$ cat config.mk
export PLATFORM = sky130hd
export DESIGN_NAME = fw_wp_lock
export DESIGN_NICKNAME = d
export VERILOG_FILES = /design/src/rtl/wp_lock_pkg.sv /design/src/rtl/wp_ctrl_reg.sv /design/src/rtl/wp_ien_reg.sv /design/src/rtl/wp_strap_cap.sv /design/src/rtl/fw_wp_lock.sv
export SDC_FILE = /design/constraint.sdc
export NUM_CORES = 1
export LEC_CHECK = 0
export BUFFER_PORTS_ARGS = -buffer_cell sky130_fd_sc_hd__buf_2
export CORE_MARGIN = 5
export CORE_UTILIZATION = 30
export CTS_CLUSTER_DIAMETER = 30
export DETAILED_ROUTE_END_ITERATION = 16
export PLACE_DENSITY = 0.74
export REMOVE_ABC_BUFFERS = 1
export SYNTH_ARGS = -nofsm -noshare
export SYNTH_HDL_FRONTEND = slang
export SYNTH_SLANG_ARGS = --single-unit
$ cat constraint.sdc
create_clock -name clk_i -period 1.2 [get_ports clk_i]
set_clock_uncertainty 0.2 [all_clocks]
set_input_delay 0.12 -clock clk_i [delete_from_list [all_inputs] [get_ports clk_i]]
set_output_delay 0.12 -clock clk_i [all_outputs]
set_load 0.005 [all_outputs]
$ cat src/rtl/wp_lock_pkg.sv
package wp_lock_pkg;
  localparam int unsigned ADDR_CTRL = 0;
  localparam int unsigned ADDR_IEN  = 1;
  localparam int unsigned ADDR_ILK  = 2;
  localparam int unsigned ADDR_STAT = 3;

  localparam int unsigned WE_BIT   = 0;
  localparam int unsigned LOCK_BIT = 1;
  localparam int unsigned BYP_BIT  = 5;
  localparam int unsigned GIE_BIT  = 0;
  localparam int unsigned ILK_BIT  = 0;
  localparam int unsigned CTRL_W   = 8;

  typedef struct packed {
    logic byp;
    logic lock;
    logic we;
  } wp_ctrl_t;
endpackage

$ cat src/rtl/wp_ctrl_reg.sv
module wp_ctrl_reg
  import wp_lock_pkg::*;
(
  input  logic              clk_i,
  input  logic              rst_ni,
  input  logic              wr_i,
  input  logic [CTRL_W-1:0] wdata_i,
  input  logic              priv_i,
  input  logic              gie_i,
  output wp_ctrl_t          ctrl_o,
  output logic              irq_o
);
  wp_ctrl_t ctrl_q, ctrl_d;
  logic     irq_q;
  logic     trap;

  // set attempt under armed lock with interrupts live becomes a trap
  assign trap = wr_i & wdata_i[WE_BIT] & ~ctrl_q.we & ctrl_q.lock & gie_i;

  always_comb begin
    ctrl_d = ctrl_q;
    if (wr_i) begin
      ctrl_d.lock = ctrl_q.lock | wdata_i[LOCK_BIT];
      ctrl_d.byp  = wdata_i[BYP_BIT];
      if (wdata_i[WE_BIT]) begin
        ctrl_d.we = ctrl_q.we | ~(ctrl_q.lock & gie_i);
      end else if (!ctrl_q.lock || priv_i) begin
        ctrl_d.we = 1'b0;
      end
    end
  end

  always_ff @(posedge clk_i or negedge rst_ni) begin
    if (!rst_ni) begin
      ctrl_q <= '0;
      irq_q  <= 1'b0;
    end else begin
      ctrl_q <= ctrl_d;
      irq_q  <= trap;
    end
  end

  assign ctrl_o = ctrl_q;
  assign irq_o  = irq_q;
endmodule

$ cat src/rtl/wp_ien_reg.sv
module wp_ien_reg (
  input  logic clk_i,
  input  logic rst_ni,
  input  logic ien_wr_i,
  input  logic ilk_wr_i,
  input  logic gie_bit_i,
  input  logic ilk_bit_i,
  output logic gie_o,
  output logic ilock_o
);
  logic gie_q, ilock_q;

  always_ff @(posedge clk_i or negedge rst_ni) begin
    if (!rst_ni) begin
      gie_q   <= 1'b0;
      ilock_q <= 1'b0;
    end else begin
      if (ien_wr_i && !ilock_q) gie_q <= gie_bit_i;
      if (ilk_wr_i) ilock_q <= ilock_q | ilk_bit_i;
    end
  end

  assign gie_o   = gie_q;
  assign ilock_o = ilock_q;
endmodule

$ cat src/rtl/wp_strap_cap.sv
module wp_strap_cap (
  input  logic clk_i,
  input  logic rst_ni,
  input  logic strap_n_i,
  output logic strap_o,
  output logic valid_o
);
  logic strap_q, valid_q;

  always_ff @(posedge clk_i or negedge rst_ni) begin
    if (!rst_ni) begin
      strap_q <= 1'b0;
      valid_q <= 1'b0;
    end else if (!valid_q) begin
      strap_q <= strap_n_i;
      valid_q <= 1'b1;
    end
  end

  assign strap_o = strap_q;
  assign valid_o = valid_q;
endmodule

$ cat src/rtl/fw_wp_lock.sv
module fw_wp_lock
  import wp_lock_pkg::*;
#(
  parameter int unsigned DATA_W    = 32,
  parameter int unsigned ADDR_W    = 2,
  parameter int unsigned STAT_W    = 16,
  parameter int unsigned STRAP_BIT = 13
) (
  input  logic              clk_i,
  input  logic              rst_ni,
  input  logic              reg_wr_i,
  input  logic [ADDR_W-1:0] reg_addr_i,
  input  logic [DATA_W-1:0] reg_wdata_i,
  output logic [DATA_W-1:0] reg_rdata_o,
  input  logic              priv_i,
  input  logic              strap_n_i,
  output logic              irq_o,
  output logic              flash_wr_ok_o,
  output logic              region_rw_all_o
);
  localparam int unsigned NREG = 1 << ADDR_W;

  logic [NREG-1:0] sel;
  wp_ctrl_t        ctrl;
  logic            gie, ilock;
  logic            strap_q, strap_valid;
  logic            unused_wdata;

  assign unused_wdata = ^reg_wdata_i[DATA_W-1:CTRL_W];

  for (genvar g = 0; g < NREG; g++) begin : g_dec
    assign sel[g] = reg_wr_i && (reg_addr_i == ADDR_W'(g));
  end

  wp_ctrl_reg u_ctrl (
    .clk_i   (clk_i),
    .rst_ni  (rst_ni),
    .wr_i    (sel[ADDR_CTRL]),
    .wdata_i (reg_wdata_i[CTRL_W-1:0]),
    .priv_i  (priv_i),
    .gie_i   (gie),
    .ctrl_o  (ctrl),
    .irq_o   (irq_o)
  );

  wp_ien_reg u_ien (
    .clk_i     (clk_i),
    .rst_ni    (rst_ni),
    .ien_wr_i  (sel[ADDR_IEN]),
    .ilk_wr_i  (sel[ADDR_ILK]),
    .gie_bit_i (reg_wdata_i[GIE_BIT]),
    .ilk_bit_i (reg_wdata_i[ILK_BIT]),
    .gie_o     (gie),
    .ilock_o   (ilock)
  );

  wp_strap_cap u_strap (
    .clk_i     (clk_i),
    .rst_ni    (rst_ni),
    .strap_n_i (strap_n_i),
    .strap_o   (strap_q),
    .valid_o   (strap_valid)
  );

  always_comb begin
    reg_rdata_o = '0;
    case (reg_addr_i)
      ADDR_W'(ADDR_CTRL): begin
        reg_rdata_o[WE_BIT]   = ctrl.we;
        reg_rdata_o[LOCK_BIT] = ctrl.lock;
        reg_rdata_o[BYP_BIT]  = ctrl.byp;
      end
      ADDR_W'(ADDR_IEN):  reg_rdata_o[GIE_BIT] = gie;
      ADDR_W'(ADDR_ILK):  reg_rdata_o[ILK_BIT] = ilock;
      default:            reg_rdata_o[STRAP_BIT] = strap_q;
    endcase
  end

  assign flash_wr_ok_o   = ctrl.we & (~ctrl.byp | priv_i);
  assign region_rw_all_o = strap_valid & ~strap_q;
endmodule

# Yosys cells after proc, flatten, opt, wreduce, memory -nomap -nowiden
# Cells that the tools add are included.
# classes
reduce_logical	11
mux	6
n_eq_ne	2
n_bitwise	15
# ops
op	count
$and 1x1->1	7
$mux 1	5
$logic_and 1x1->1	4
$not 1->1	4
$or 1x1->1	4
$pmux 1 s3	1
$reduce_or 3->1	1
$eq 2x1->1 const B	1
$eq 2x2->1 const B	1
$logic_not 1->1	2
$logic_not 2->1	1
$reduce_and 2->1	1
$reduce_bool 2->1	1
$logic_or 1x1->1	1
# totals
register_bits	8
word_cells	42
inputBits	39

# Depth between registers and ports, before layout
# logic_depth
ltp_word	6
mapped_depth	4
ltp_nobuf	3

# Modules after synthesis
# A second synthesis with hierarchy kept.
# unflattened
hier_cells	66
area_unflattened_um2	611.8
# modules_own_cells
mod	instances	seq_area_each_um2	cells_each	area_per_inst_um2
fw_wp_lock	1	0.0	43	301.5
wp_ctrl_reg	1	100.1	14	162.7
wp_ien_reg	1	50.0	5	78.8
wp_strap_cap	1	50.0	4	68.8

# Worst setup path after synthesis
# Ideal clock, no wire load.
# synth_timing
path_kind	input to register
start	input port reg_addr_i[0]
end	register u_ctrl.ctrl_q, in the netlist u_ctrl.ctrl_o[0]
cell_stages	4
n_path_buf	1
arrival_ps	812
required_ps	875
setup_slack_ps	63
cell_sequence	buf_6 or3b_4 o21ai_1 a21oi_1
# synth_via
elab_chain_len	3
# synth_rtl
element	line	text
start: declaration	fw_wp_lock.sv:12	input logic [ADDR_W-1:0] reg_addr_i,
$logic_not 2->1	fw_wp_lock.sv:32	assign sel[g] = reg_wr_i && (reg_addr_i == ADDR_W'(g));
$logic_and 1x1->1	fw_wp_lock.sv:32	
$reduce_and 2->1 (no line)	-	
end signal: assignment	wp_ctrl_reg.sv:38	ctrl_q <= ctrl_d;
end: declaration	wp_ctrl_reg.sv:13	wp_ctrl_t ctrl_q, ctrl_d;
# Every way passes these cells.
# A chain may end at the register's enable or synchronous reset.

# Worst setup path in the final report
# layout_timing
start	register u_ctrl.ctrl_q, in the netlist u_ctrl.ctrl_o[0]
end	output port reg_rdata_o[0]
# layout_via
elab_chain_len	1
# layout_rtl
element	line	text
$pmux 1 s3	fw_wp_lock.sv:67	case (reg_addr_i)
end: declaration	fw_wp_lock.sv:14	output logic [DATA_W-1:0] reg_rdata_o,
# Every way passes these cells.

==> run metrics <==
CP cell instances mux2i_1, o21ai_1, buf_2; WP data required roughly 0.9 ns; commonest non-fill, non-tap cell in the layout conb_1; TritonCTS clock tree built; unrepaired setup endpoints after global routing yes; cells after synthesis 67; Yosys reg bits 8; max frequency roughly 760 MHz; CP bufs+invs 1; IO Count 74; setup TNS -0.296 ns; initial DRC count 3; leak pwr ~0.42 nW; DP Worst Slack -0.00555 ns; HPWL Detailed between 900 and 1000 um; Vias 472; ANT cells 0; Setup violations, final 5; Clock Pin Slew Worst Setup and Hold Paths 0.05 ns; Final ANT Viol Nets 0; CP Launch Type flop; switching part of the total a little under 30%; Clock Sink Count 8; reg2reg start u_ctrl.ctrl_o[1]; status finished, violations left; Reg2Reg Depth 4; total core area ~0.0020 mm2; commonest non-fill, non-tap cells in the layout conb_1 (29), buf_2 (15), dfrtp_1 (7); sequential share of the synthesized area ~32%; largest net degree at the start of global routing 9; # DRC 0; max-slew violations 0; Hold Fails Final Rpt 0; Die Width 55.6 um; Via-to-Cell Ratio 3.81; port bufs 16; reg-to-reg endpoint u_ctrl.ctrl_o[0]; FF-to-FF setup slack ~0.04 ns; Yosys Warn Count 0; Nets approximately 140; crit-path leading delay family flip-flops; failing checks setup timing; Slowest-stage cell, CP dfrtp_2; post-route setup slack -0.113 ns; Power per Cell Area around 930 mW/mm2; hold path depth 3; type of the worst setup path reg -> out; first-pass GRT wire length ~1800 um; Vert. Die Dim 55.6 um; Overall Global Routing Usage between 7 and 8%; row cnt 16; final WL approximately 1200 um; share of layout cells above drive strength 1 between 30% and 40%; path type of the worst min-delay path in -> reg; Root Driver clkbuf_4; GPL Wtd Cong between 0.7 and 0.8; Arrival @ worst endpoint between 0.9 and 1 ns; hold path start reg_addr_i[1]; worst hold endpoint u_ctrl.irq_o; number of CTS-inserted buffers 3; maxcap violations 0; CP Max Fanout 4; DIE AREA 0.00309 mm2; Final Non-Filler Cells 124; Net Sw Power approximately 0.00022 W; vias in the first global route between 400 and 500; period utilisation layout 109%; initial antenna violation count 0; Seq pwr share between 40% and 50%; Placed Cells 111; crit path time final 1.31 ns; Mapped Avg Cell Area 9.32 um2; area delta synth->final 26.9%; Synth Cell Area 624 um2; Logic pwr share between 20% and 30%; Clk Latency, worst-skew pair roughly 0.25 ns; Worst setup EP type output pin; DR WL/cell 9.76 um; CP max stage delay between 0.4 and 0.5 ns; Clk pwr share 27.5%; Internal Power about 0.00052 W; Pre-Repair DR Iteration Count 3; Max IR drop VDD approximately 0.34 mV; Longest Clk Path Bufs 2; CTS HTree Levels 1; Starting Density 31.5%; count of different cell masters after synthesis 21; gr ovfl total 0
==> power by group through the flow <==
| stage | Sequential [W] | Clock [W] | Combinational (W) |
|---|---|---|---|
| 2_1_floorplan | 0.000324 | 0 | 0.0000917 |
| 3_3_place_gp | 0.000329 | 0 | 0.000146 |
| 3_5_place_dp | 0.000330 | 0 | 0.000152 |
| 4_1_cts | 0.000324 | 0.000220 | 0.000191 |
| 5_1_grt | 0.000330 | 0.000232 | 0.000227 |
| 6_report | 0.000327 | 0.000202 | 0.000205 |
==> synthesized netlist by cell type <==
master      n  area (um2)
inv_1       2        7.51
a31o_2      1        8.76
nor2b_1     2        12.5
a21o_1      1        7.51
a21boi_0    1        7.51
mux2i_1     1        10.0
conb_1      2        7.51
buf_6       1        11.3
or3b_4      1        11.3
nor4_4      1        21.3
o21ai_1     1        5.00
buf_4      28         210
nand2_1     6        22.5
nand4bb_1   1        11.3
dfrtp_1     8         200
and2b_2     1        8.76
o21ai_0     2        10.0
a21oi_1     2        10.0
nor3b_1     3        22.5
mux2_2      1        11.3
and3_2      1        7.51
==> worst max path at each step <==
stage	cells after the start	to	slack, ns	from
after global routing	3	reg_rdata_o[0]	-0.18	u_ctrl.ctrl_o[0]
final	3	reg_rdata_o[0]	-0.11	u_ctrl.ctrl_o[0]
after global placement	4	u_ctrl.ctrl_o[0]	0.009	reg_addr_i[1]
after floorplan	3	u_ctrl.ctrl_o[0]	0.16	reg_addr_i[1]
after CTS	3	reg_rdata_o[0]	-0.13	u_ctrl.ctrl_o[0]
after detailed placement	4	u_ctrl.ctrl_o[0]	-0.006	reg_addr_i[0]
==> area by class of cell <==
class,count,area [um2]
sequential,8,201
inverter,2,7.51
fill,215,1190
tap,27,33.8
multi-input combinational,55,324
timing repair buffer,29,203
clock buffer,3,22.5
==> worst register-to-register path, cell delays in order (launching register included) <==
cell and delay, ns:
dfrtp_1 0.39, buf_6 0.13, nor2b_4 0.11, o21ai_1 0.13
a21oi_1 0.08
==> what timing repair did <==
item,in CTS,in global routing
resized for setup,7,5
endpoints found under the setup margin,6,7
pin swaps,1,2
endpoints found under the hold margin,13,0
setup buffers,3,1
hold buffers,6,0
==> per-stage QoR <==
stage	hold slack, ns	total power (W)	utilization (%)	area, um2
after floorplan	-0.376	0.000416	-	504
after global placement	-0.237	0.000475	32.3	641
after detailed placement	-0.227	0.000482	32.3	641
after CTS	-0.0135	0.000734	38.6	766
after global routing	0.00823	0.000788	40.0	792
final	0.00238	0.000733	40.0	792
==> per-layer routing <==
metal	GRT usage [%]	wire, um	share of wire, %
met5	0	0	0
met4	5.21	31	2.6
met3	3.48	212	18
met2	12.0	543	45
met1	7.59	423	35
==> cell families (layout without fill, tap and decap cells) <==
| logic type | count (synthesis) | in the layout | share of synthesized area (%) |
|---|---|---|---|
| other cells | 2 | 29 | 1.20 |
| simple gates | 16 | 16 | 18.8 |
| compound gates | 8 | 8 | 7.82 |
| buf+inv | 31 | 34 | 36.7 |
| mux | 2 | 2 | 3.41 |
| flops | 8 | 8 | 32.1 |
==> state kept, by name, summed over array words and instances (netlist names) <==
| signal | flops |
|---|---|
| u_strap.valid_o | 1 |
| u_ctrl.ctrl_o | 3 |
| u_strap.strap_o | 1 |
| u_ctrl.irq_o | 1 |
| u_ien.gie_o | 1 |
| u_ien.ilock_o | 1 |
Power figures use the tool's default switching activity.
